**src/rtl/flash_wr_pkg.sv**
```systemverilog
package flash_wr_pkg;

  typedef enum logic [1:0] {
    OP_PROG = 2'd0,
    OP_SECT = 2'd1,
    OP_CHIP = 2'd2,
    OP_NONE = 2'd3
  } fop_e;

  typedef enum logic [1:0] {
    BC_IDLE,
    BC_SETUP,
    BC_PULSE,
    BC_HOLD
  } bc_state_e;

  typedef enum logic [2:0] {
    ST_IDLE,
    ST_WR,
    ST_WR_WAIT,
    ST_RD,
    ST_RD_WAIT,
    ST_FIN
  } ctl_state_e;

  localparam logic [14:0] UNLK_A1 = 15'h5555;
  localparam logic [14:0] UNLK_A2 = 15'h2AAA;
  localparam logic [7:0]  UNLK_D1 = 8'hAA;
  localparam logic [7:0]  UNLK_D2 = 8'h55;
  localparam logic [7:0]  CMD_PROG  = 8'hA0;
  localparam logic [7:0]  CMD_ERASE = 8'h80;
  localparam logic [7:0]  CMD_SECT  = 8'h30;
  localparam logic [7:0]  CMD_CHIP  = 8'h10;
  localparam logic [7:0]  ERASED    = 8'hFF;

endpackage

```
**src/rtl/flash_seq_table.sv**
```systemverilog
module flash_seq_table
  import flash_wr_pkg::*;
#(
  parameter int ADDR_W = 18
) (
  input  fop_e              op_i,
  input  logic [2:0]        step_i,
  input  logic [ADDR_W-1:0] addr_i,
  input  logic [7:0]        data_i,
  output logic [ADDR_W-1:0] addr_o,
  output logic [7:0]        data_o,
  output logic [2:0]        last_o
);

  localparam logic [ADDR_W-1:0] A1 = ADDR_W'(UNLK_A1);
  localparam logic [ADDR_W-1:0] A2 = ADDR_W'(UNLK_A2);

  always_comb begin
    last_o = (op_i == OP_PROG) ? 3'd3 : 3'd5;
    addr_o = A1;
    data_o = UNLK_D1;
    if (step_i == last_o) begin
      unique case (op_i)
        OP_PROG: begin addr_o = addr_i; data_o = data_i;   end
        OP_SECT: begin addr_o = addr_i; data_o = CMD_SECT; end
        default: begin addr_o = A1;     data_o = CMD_CHIP; end
      endcase
    end else begin
      // unlock pattern repeats with period three
      unique case (step_i)
        3'd1, 3'd4: begin addr_o = A2; data_o = UNLK_D2; end
        3'd2:       begin addr_o = A1; data_o = (op_i == OP_PROG) ? CMD_PROG : CMD_ERASE; end
        default:    begin addr_o = A1; data_o = UNLK_D1; end
      endcase
    end
  end

endmodule

```
**src/rtl/flash_bus_cycle.sv**
```systemverilog
module flash_bus_cycle
  import flash_wr_pkg::*;
#(
  parameter int ADDR_W    = 18,
  parameter int SETUP_CYC = 2,
  parameter int PULSE_CYC = 3,
  parameter int HOLD_CYC  = 2
) (
  input  logic              clk_i,
  input  logic              rst_ni,
  input  logic              start_i,
  input  logic              wr_i,
  input  logic [ADDR_W-1:0] addr_i,
  input  logic [7:0]        data_i,
  output logic              done_o,
  output logic [7:0]        rdata_o,
  output logic [ADDR_W-1:0] fl_addr_o,
  output logic [7:0]        fl_dq_o,
  output logic              fl_dq_oe_o,
  input  logic [7:0]        fl_dq_i,
  output logic              fl_ce_no,
  output logic              fl_we_no,
  output logic              fl_oe_no
);

  localparam int MAX_A   = (SETUP_CYC > PULSE_CYC) ? SETUP_CYC : PULSE_CYC;
  localparam int MAX_CYC = (MAX_A > HOLD_CYC) ? MAX_A : HOLD_CYC;
  localparam int CNT_W   = $clog2(MAX_CYC + 1);

  bc_state_e         state_q;
  logic [CNT_W-1:0]  cnt_q;
  logic              wr_q;
  logic [ADDR_W-1:0] addr_q;
  logic [7:0]        data_q;
  logic [7:0]        rdata_q;

  always_ff @(posedge clk_i or negedge rst_ni) begin
    if (!rst_ni) begin
      state_q <= BC_IDLE;
      cnt_q   <= '0;
      wr_q    <= 1'b0;
      addr_q  <= '0;
      data_q  <= '0;
      rdata_q <= '0;
    end else begin
      unique case (state_q)
        BC_IDLE: if (start_i) begin
          wr_q    <= wr_i;
          addr_q  <= addr_i;
          data_q  <= data_i;
          cnt_q   <= CNT_W'(SETUP_CYC - 1);
          state_q <= BC_SETUP;
        end
        BC_SETUP: if (cnt_q == '0) begin
          cnt_q   <= CNT_W'(PULSE_CYC - 1);
          state_q <= BC_PULSE;
        end else cnt_q <= cnt_q - 1'b1;
        BC_PULSE: if (cnt_q == '0) begin
          rdata_q <= fl_dq_i;  // sampled before the strobe rises
          cnt_q   <= CNT_W'(HOLD_CYC - 1);
          state_q <= BC_HOLD;
        end else cnt_q <= cnt_q - 1'b1;
        default: if (cnt_q == '0) state_q <= BC_IDLE;
                 else cnt_q <= cnt_q - 1'b1;
      endcase
    end
  end

  assign done_o     = (state_q == BC_HOLD) && (cnt_q == '0);
  assign rdata_o    = rdata_q;
  assign fl_addr_o  = addr_q;
  assign fl_dq_o    = data_q;
  assign fl_dq_oe_o = (state_q != BC_IDLE) && wr_q;
  assign fl_ce_no   = (state_q == BC_IDLE);
  assign fl_we_no   = !((state_q == BC_PULSE) && wr_q);
  assign fl_oe_no   = !((state_q == BC_PULSE) && !wr_q);

  a_r4_addr_data_stable: assert property (@(posedge clk_i) disable iff (!rst_ni)
    (!fl_we_no && $past(!fl_we_no)) |-> ($stable(fl_addr_o) && $stable(fl_dq_o)));

  a_r4_ce_with_strobe: assert property (@(posedge clk_i) disable iff (!rst_ni)
    (!fl_we_no || !fl_oe_no) |-> !fl_ce_no);

  a_r4_we_oe_excl: assert property (@(posedge clk_i) disable iff (!rst_ni)
    !(!fl_we_no && !fl_oe_no));

  a_r4_dq_driven_in_write: assert property (@(posedge clk_i) disable iff (!rst_ni)
    !fl_we_no |-> fl_dq_oe_o);

endmodule

```
**src/rtl/flash_wr_ctrl.sv**
```systemverilog
module flash_wr_ctrl
  import flash_wr_pkg::*;
#(
  parameter int ADDR_W     = 18,
  parameter int SETUP_CYC  = 2,
  parameter int PULSE_CYC  = 3,
  parameter int HOLD_CYC   = 2,
  parameter int PROG_POLLS = 12,
  parameter int SECT_POLLS = 20,
  parameter int CHIP_POLLS = 24
) (
  input  logic              clk_i,
  input  logic              rst_ni,
  input  logic              req_valid_i,
  output logic              req_ready_o,
  input  logic [1:0]        req_op_i,
  input  logic [ADDR_W-1:0] req_addr_i,
  input  logic [7:0]        req_data_i,
  output logic              done_o,
  output logic              ok_o,
  output logic              timeout_o,
  output logic [ADDR_W-1:0] fl_addr_o,
  output logic [7:0]        fl_dq_o,
  output logic              fl_dq_oe_o,
  input  logic [7:0]        fl_dq_i,
  output logic              fl_ce_no,
  output logic              fl_we_no,
  output logic              fl_oe_no
);

  localparam int MAX_PS    = (PROG_POLLS > SECT_POLLS) ? PROG_POLLS : SECT_POLLS;
  localparam int MAX_POLLS = (MAX_PS > CHIP_POLLS) ? MAX_PS : CHIP_POLLS;
  localparam int POLL_W    = $clog2(MAX_POLLS + 1);

  ctl_state_e        state_q;
  fop_e              op_q;
  logic [ADDR_W-1:0] addr_q;
  logic [7:0]        data_q;
  logic [2:0]        step_q;
  logic [POLL_W-1:0] poll_q;
  logic              prev6_q, have_prev_q, verif_q, vcnt_q, vfail_q, ok_q, tmo_q;

  logic [ADDR_W-1:0] seq_addr;
  logic [7:0]        seq_data, rdata, expect_byte;
  logic [2:0]        last_step;
  logic              bc_done, bc_start, bad;
  logic [POLL_W-1:0] poll_lim_m1;

  flash_seq_table #(.ADDR_W(ADDR_W)) u_table (
    .op_i  (op_q),
    .step_i(step_q),
    .addr_i(addr_q),
    .data_i(data_q),
    .addr_o(seq_addr),
    .data_o(seq_data),
    .last_o(last_step)
  );

  assign bc_start = (state_q == ST_WR) || (state_q == ST_RD);

  flash_bus_cycle #(
    .ADDR_W(ADDR_W), .SETUP_CYC(SETUP_CYC), .PULSE_CYC(PULSE_CYC), .HOLD_CYC(HOLD_CYC)
  ) u_bus (
    .clk_i     (clk_i),
    .rst_ni    (rst_ni),
    .start_i   (bc_start),
    .wr_i      (state_q == ST_WR),
    .addr_i    ((state_q == ST_WR) ? seq_addr : addr_q),
    .data_i    (seq_data),
    .done_o    (bc_done),
    .rdata_o   (rdata),
    .fl_addr_o (fl_addr_o),
    .fl_dq_o   (fl_dq_o),
    .fl_dq_oe_o(fl_dq_oe_o),
    .fl_dq_i   (fl_dq_i),
    .fl_ce_no  (fl_ce_no),
    .fl_we_no  (fl_we_no),
    .fl_oe_no  (fl_oe_no)
  );

  always_comb begin
    unique case (op_q)
      OP_PROG: poll_lim_m1 = POLL_W'(PROG_POLLS - 1);
      OP_SECT: poll_lim_m1 = POLL_W'(SECT_POLLS - 1);
      default: poll_lim_m1 = POLL_W'(CHIP_POLLS - 1);
    endcase
  end

  assign expect_byte = (op_q == OP_PROG) ? data_q : ERASED;
  assign bad         = (rdata != expect_byte);

  always_ff @(posedge clk_i or negedge rst_ni) begin
    if (!rst_ni) begin
      state_q     <= ST_IDLE;
      op_q        <= OP_NONE;
      addr_q      <= '0;
      data_q      <= '0;
      step_q      <= '0;
      poll_q      <= '0;
      prev6_q     <= 1'b0;
      have_prev_q <= 1'b0;
      verif_q     <= 1'b0;
      vcnt_q      <= 1'b0;
      vfail_q     <= 1'b0;
      ok_q        <= 1'b0;
      tmo_q       <= 1'b0;
    end else begin
      unique case (state_q)
        ST_IDLE: if (req_valid_i) begin
          op_q        <= fop_e'(req_op_i);
          addr_q      <= req_addr_i;
          data_q      <= req_data_i;
          step_q      <= '0;
          poll_q      <= '0;
          have_prev_q <= 1'b0;
          verif_q     <= 1'b0;
          vcnt_q      <= 1'b0;
          vfail_q     <= 1'b0;
          ok_q        <= 1'b0;
          tmo_q       <= 1'b0;
          state_q     <= (fop_e'(req_op_i) == OP_NONE) ? ST_FIN : ST_WR;
        end
        ST_WR: state_q <= ST_WR_WAIT;
        ST_WR_WAIT: if (bc_done) begin
          if (step_q == last_step) state_q <= ST_RD;
          else begin
            step_q  <= step_q + 3'd1;
            state_q <= ST_WR;
          end
        end
        ST_RD: state_q <= ST_RD_WAIT;
        ST_RD_WAIT: if (bc_done) begin
          if (!verif_q) begin
            if (have_prev_q && (rdata[6] == prev6_q)) begin
              verif_q <= 1'b1;
              state_q <= ST_RD;
            end else if (poll_q == poll_lim_m1) begin
              tmo_q   <= 1'b1;
              state_q <= ST_FIN;
            end else begin
              poll_q      <= poll_q + 1'b1;
              prev6_q     <= rdata[6];
              have_prev_q <= 1'b1;
              state_q     <= ST_RD;
            end
          end else if (vcnt_q) begin
            ok_q    <= !(vfail_q || bad);
            state_q <= ST_FIN;
          end else begin
            vfail_q <= bad;
            vcnt_q  <= 1'b1;
            state_q <= ST_RD;
          end
        end
        default: state_q <= ST_IDLE;
      endcase
    end
  end

  assign req_ready_o = (state_q == ST_IDLE);
  assign done_o      = (state_q == ST_FIN);
  assign ok_o        = done_o && ok_q;
  assign timeout_o   = done_o && tmo_q;

  a_r9_ready_drops: assert property (@(posedge clk_i) disable iff (!rst_ni)
    (req_valid_i && req_ready_o) |=> !req_ready_o);

  a_r10_done_pulse: assert property (@(posedge clk_i) disable iff (!rst_ni)
    done_o |=> !done_o);

  a_r10_ok_tmo_excl: assert property (@(posedge clk_i) disable iff (!rst_ni)
    !(ok_o && timeout_o));

  a_r5_no_read_while_writing: assert property (@(posedge clk_i) disable iff (!rst_ni)
    (state_q == ST_WR_WAIT) |-> fl_oe_no);

endmodule

```
**config.mk**
```make
export PLATFORM = sky130hd
export DESIGN_NAME = flash_wr_ctrl
export DESIGN_NICKNAME = d
export VERILOG_FILES = /design/src/rtl/flash_wr_pkg.sv /design/src/rtl/flash_seq_table.sv /design/src/rtl/flash_bus_cycle.sv /design/src/rtl/flash_wr_ctrl.sv
export SDC_FILE = /design/constraint.sdc
export NUM_CORES = 1
export LEC_CHECK = 0
export ABC_AREA = 1
export BUFFER_PORTS_ARGS = -buffer_cell sky130_fd_sc_hd__buf_4
export CAP_MARGIN = 20
export CORE_AREA = 2 2 122 124
export CTS_CLUSTER_DIAMETER = 150
export DETAILED_ROUTE_END_ITERATION = 16
export DIE_AREA = 0 0 124 126
export PLACE_DENSITY_LB_ADDON = 0.05
export SKIP_CTS_REPAIR_TIMING = 1
export SYNTH_ARGS = -nofsm -noshare
export SYNTH_HDL_FRONTEND = slang
export SYNTH_HIERARCHICAL = 1
export SYNTH_SLANG_ARGS = --single-unit
```
**constraint.sdc**
```tcl
create_clock -name clk_i -period 3.6 [get_ports clk_i]
set_input_delay 0.54 -clock clk_i [delete_from_list [all_inputs] [get_ports clk_i]]
set_output_delay 0.54 -clock clk_i [all_outputs]
set_load 0.02 [all_outputs]
```
# Word-level counts from Yosys, hierarchy flattened
# Index checks and enable logic that the tools add are counted.
[word_totals] reg_bits=85 wordCells=160 input_bits=39
[op_classes] bitwise_logic=3 mux=66 n_reduce_logical=37 add_sub_neg=3 eq_ne=32
[ops] op="$mux W18" count=3
[ops] op="$mux W3" count=12
[ops] op="$pmux W8 S2" count=2
[ops] op="$mux W5" count=5
[ops] op="$ne A2 B2 Y1 const B" count=11
[ops] op="$mux W1" count=20
[ops] op="$pmux W5 S2" count=2
[ops] op="$mux W2" count=8
[ops] op="$mux W8" count=2
[ops] op="$mux W15" count=1
[ops] op="$pmux W3 S5" count=1
[ops] op="$reduce_and A5 Y1" count=3
[ops] op="$pmux W1 S2" count=6
[ops] op="$pmux W2 S3" count=2
[ops] op="$reduce_and A4 Y1" count=3
[ops] op="$reduce_and A6 Y1" count=2
[ops] op="$eq A3 B2 Y1 const B" count=3
[ops] op="$eq A3 B3 Y1 const B" count=3
[ops] op="$ne A8 B8 Y1" count=1
[ops] op="$reduce_and A2 Y1" count=4
[ops] op="$reduce_bool A2 Y1" count=4
[ops] op="$logic_and A1 B1 Y1" count=7
[ops] op="$eq A2 B2 Y1 const B" count=3
[ops] op="$eq A3 B1 Y1 const B" count=2
[ops] op="other kinds (18)" count=31

# Longest topological paths before layout
[logic_depth] ltp_word=9 ltp_mapped=11 mapped_depth_nobuf=11

# Cells and area by module
# The synthesis kept the hierarchy.
[by_module_without_submodules] mod="flash_wr_ctrl" area_per_inst_um2=2625.0 instances=1 cells_each=361 seq_area_each_um2=1153.6
[by_module_without_submodules] mod="flash_bus_cycle" area_per_inst_um2=1813.0 instances=1 cells_each=210 seq_area_each_um2=975.9
[by_module_without_submodules] mod="flash_seq_table" area_per_inst_um2=436.7 instances=1 cells_each=81 seq_area_each_um2=0.0

# Least setup slack after synthesis
# OpenSTA, ideal clock, no wires.
[synth_path] path_kind="register -> output" from="register state_q[2] (netlist name)" to="output port ok_o" arrival_time_ps=1513 path_stages_with_launch=5 path_slack_ps=1547 n_path_buf=0 cell_sequence="dfrtp_1 inv_2 nor3_1 inv_1 nor2_1"
[synth_lines] element="end, declared" line_no="flash_wr_ctrl.sv:20" rtl="output logic ok_o,"

==> run_results.csv <==
group,metric,value,unit
sta,holdWs,272,ps
sta,worst_slew_pin_slew,762,ps
outcome,outcome,"completed",
placement,io_buffer_count,72,
floorplan,die_h,126,um
logic_synthesis,synth_warnings,6,
route,drt-total-wl,12200,um
critical_path,cpMostUsedCell,"nand2_1",
clock_tree,path_clk_slew,60,ps
logic_synthesis,synth_area_leaders,"dfrtp_1, nand2_1, nand3_1, inv_1, ha_1",
floorplan,io_pins,73,
critical_path,cp-start-kind,"flip-flop",
global_route,grt_pass1_wl,20300,um
logic_synthesis,synthCells,652,
clock_tree,insertion_delay,340,ps
placement,post-dp-hpwl,8770,um
route,antenna_left,0,
clock_tree,cts_made_buffers,9,
sta,drv_slew,0,
floorplan,fp.dieArea,15600,um2
critical_path,ff2ff_path_depth,10,
route,avgRoutedWirePerCell,13.5,um
clock_tree,clock_sinks,85,
finish,seq_area,2130,um2
flow_run,maxCapViolations,0,
floorplan,die-width,124,um
route,firstDrtPassIters,4,
hold_path,hold_path.class,"in2async",
route,vias,4212,
global_route,antenna_found_initial,0,
sta,tns,0,ps
critical_path,r2r-start,"state_q[0]",
critical_path,max_stage_delay,480,ps
power,p_per_area,864,nW/um2
critical_path,r2r_slack,1250,ps
route,drtIter0Drc,160,
logic_synthesis,yosysTopAreaCellShare,42.6,%
global_route,grt_usage,16.8,%
sta,skew,9.51,ps
global_route,gr-total-overflow,0,
sta,finalSetupViolations,0,
finish,syn2layout_area_growth,17.6,%
route,drc,0,
power,ir_worst_vdd,0.342,mV
critical_path,cp_slowest_cell,"inv_1",
critical_path,crit_chain,"inv_1, nor3_2, buf_4, inv_1, nand2_1, nand2_4, nand2_1, nand3_1, nand2_1, nand2_1",
finish,diodes,0,
route,viasPerCell,4.68,
power,p_leak,3.05,nW
finish,fin_area,5730,um2
critical_path,crit_type,"reg2reg",
critical_path,crit_fanout,31,
logic_synthesis,syn_nets,702,
sta,period_share,65.4,%
sta,finalHoldViolations,0,
critical_path,critPathRequiredTime,3880,ps
clock_tree,cts_buffer_depth,2,
logic_synthesis,synth_cell_type_count,38,
placement,gp_congestion,0.806,
critical_path,cp_top_family,"simple AND/OR/NAND/NOR gates",
logic_synthesis,syn-cell-area,4870,um2
critical_path,reg2reg_to,"u_bus/state_q[0]",
logic_synthesis,yosysSeqAreaShare,43.7,%
sta,rsz0062_at_grt,"false",
global_route,grt_max_degree,59,
critical_path,end_kind,"flip-flop",
global_route,grt_pass1_vias,4009,
floorplan,rows,44,
finish,multi_input_area,2340,um2
floorplan,coreArea,14300,um2
logic_synthesis,ys_seq_elements,85,
sta,timing.final.ws_setup,1250,ps
critical_path,critPathBufInv,3,
finish,final_layout_size_suffix_gt1_share,17.3,%
finish,fillerInstances,1535,
logic_synthesis,synth.avg_cell_area,7.48,um2
finish,final_util,40.0,%
logic_synthesis,synth.largest_area_cell,"dfrtp_1",
clock_tree,clockRootBuffer,"clkbuf_16",
sta,min_period,2350,ps
sta,max_clock_freq,425,MHz
clock_tree,htreeDepth,3,
placement,postPlaceCellArea,5480,um2
critical_path,critPathArrivalTime,2630,ps
clock_tree,cts_tree,"built",
sta,slew_headroom,49.2,%
floorplan,initial_core_util,34.1,%
placement,post-place-ws,1250,ps
finish,fin_nets,763,
cells in the mapped netlist (all sizes together):
cell / instances
nor4: 1
nor3: 4
nand4: 7
xnor2: 7
nand3b: 1
o21a: 1
nor2: 36
buf: 23
nand3: 62
o21ai: 42
dfstp: 2
and3: 1
or2: 1
ha: 11
o21bai: 4
clkbuf: 4
dfrtp: 83
a21oi: 4
conb: 1
inv: 53
xor2: 4
nand2: 300
area by class of cell:
| class | count | area share [%] |
|---|---|---|
| clock buffers | 11 | 4.06 |
| multi-input cells | 487 | 40.9 |
| inverters | 53 | 3.56 |
| repair buffers | 77 | 10.1 |
| flip-flops and latches | 85 | 37.2 |
| well taps | 184 | 4.02 |
| clock inverters | 3 | 0.262 |
cells by family after synthesis:
| group | Yosys count | synth area share (%) |
|---|---|---|
| simple gates | 413 | 37.3 |
| flops | 85 | 43.7 |
| buf+inv | 80 | 8.29 |
| compound gates | 51 | 5.88 |
| xor+xnor | 11 | 1.98 |
| fa+ha+maj | 11 | 2.82 |
| other cells | 1 | 0.0769 |
sequential cells by signal (all words and copies together), names as in the netlist:
signal and count:
u_bus/fl_addr_o 18, tmo_q 1, op_q 2, u_bus/cnt_q 2, u_bus/wr_q 1, have_prev_q 1, state_q 3, u_bus/rdata_o 8
prev6_q 1, u_bus/fl_dq_o 8, data_q 8, vfail_q 1, poll_q 5, verif_q 1, ok_q 1, step_q 3
addr_q 18, u_bus/state_q 2, vcnt_q 1
cell usage in the layout, fill, tap and decap left out, types with 2 or more instances in the layout:
cell	instances
nand2_1	288
dfrtp_1	83
buf_4	77
nand3_1	59
inv_1	47
nor2_1	32
o21ai_0	23
o21ai_1	18
ha_1	11
clkbuf_16	9
nand2_4	8
xnor2_1	7
nand4_1	6
inv_2	4
nand2_2	4
o21bai_1	4
xor2_1	4
clkinv_2	3
nor2_4	2
nor3_2	2
nor3_1	2
inv_4	2
a21oi_2	2
nand3_2	2
clkbuf_1	2
dfstp_2	2
a21oi_1	2
per-layer routing:
layer  wire [um]  share of wire (%)  vias to the layer above  track usage (%)
met5           0                  0                        -                0
met4         223                1.8                        0             4.82
met3         610                5.0                       13             4.62
met2        5760                 47                       90             26.9
met1        5570                 46                     1952             22.1
li1            -                  -                     2157                -
power breakdown:
part | switching [mW] | total [mW] | internal (mW)
registers | 0.349 | 1.70 | 1.35
clock network | 0.358 | 0.814 | 0.456
logic | 1.59 | 2.44 | 0.847
total | 2.30 | 4.95 | 2.65
metrics by stage:
step                instances  total power [mW]
floorplan                 652              3.52
global placement          886              4.16
finish                    900              4.95
detailed placement        886              4.19
global route              900              5.44
CTS                       900              5.03
worst max path at each step:
stage	start	end	slack, ps	cells past startpoint
6_report	state_q[0]	u_bus/state_q[0]	1250	10
2_1_floorplan	state_q[2]	ok_o	1550	4
5_1_grt	state_q[0]	u_bus/state_q[0]	1020	10
3_5_place_dp	state_q[0]	u_bus/state_q[0]	1250	10
4_1_cts	state_q[0]	u_bus/state_q[0]	1240	10
3_3_place_gp	state_q[0]	u_bus/state_q[1]	1310	10
Power figures use the tool's default switching activity.
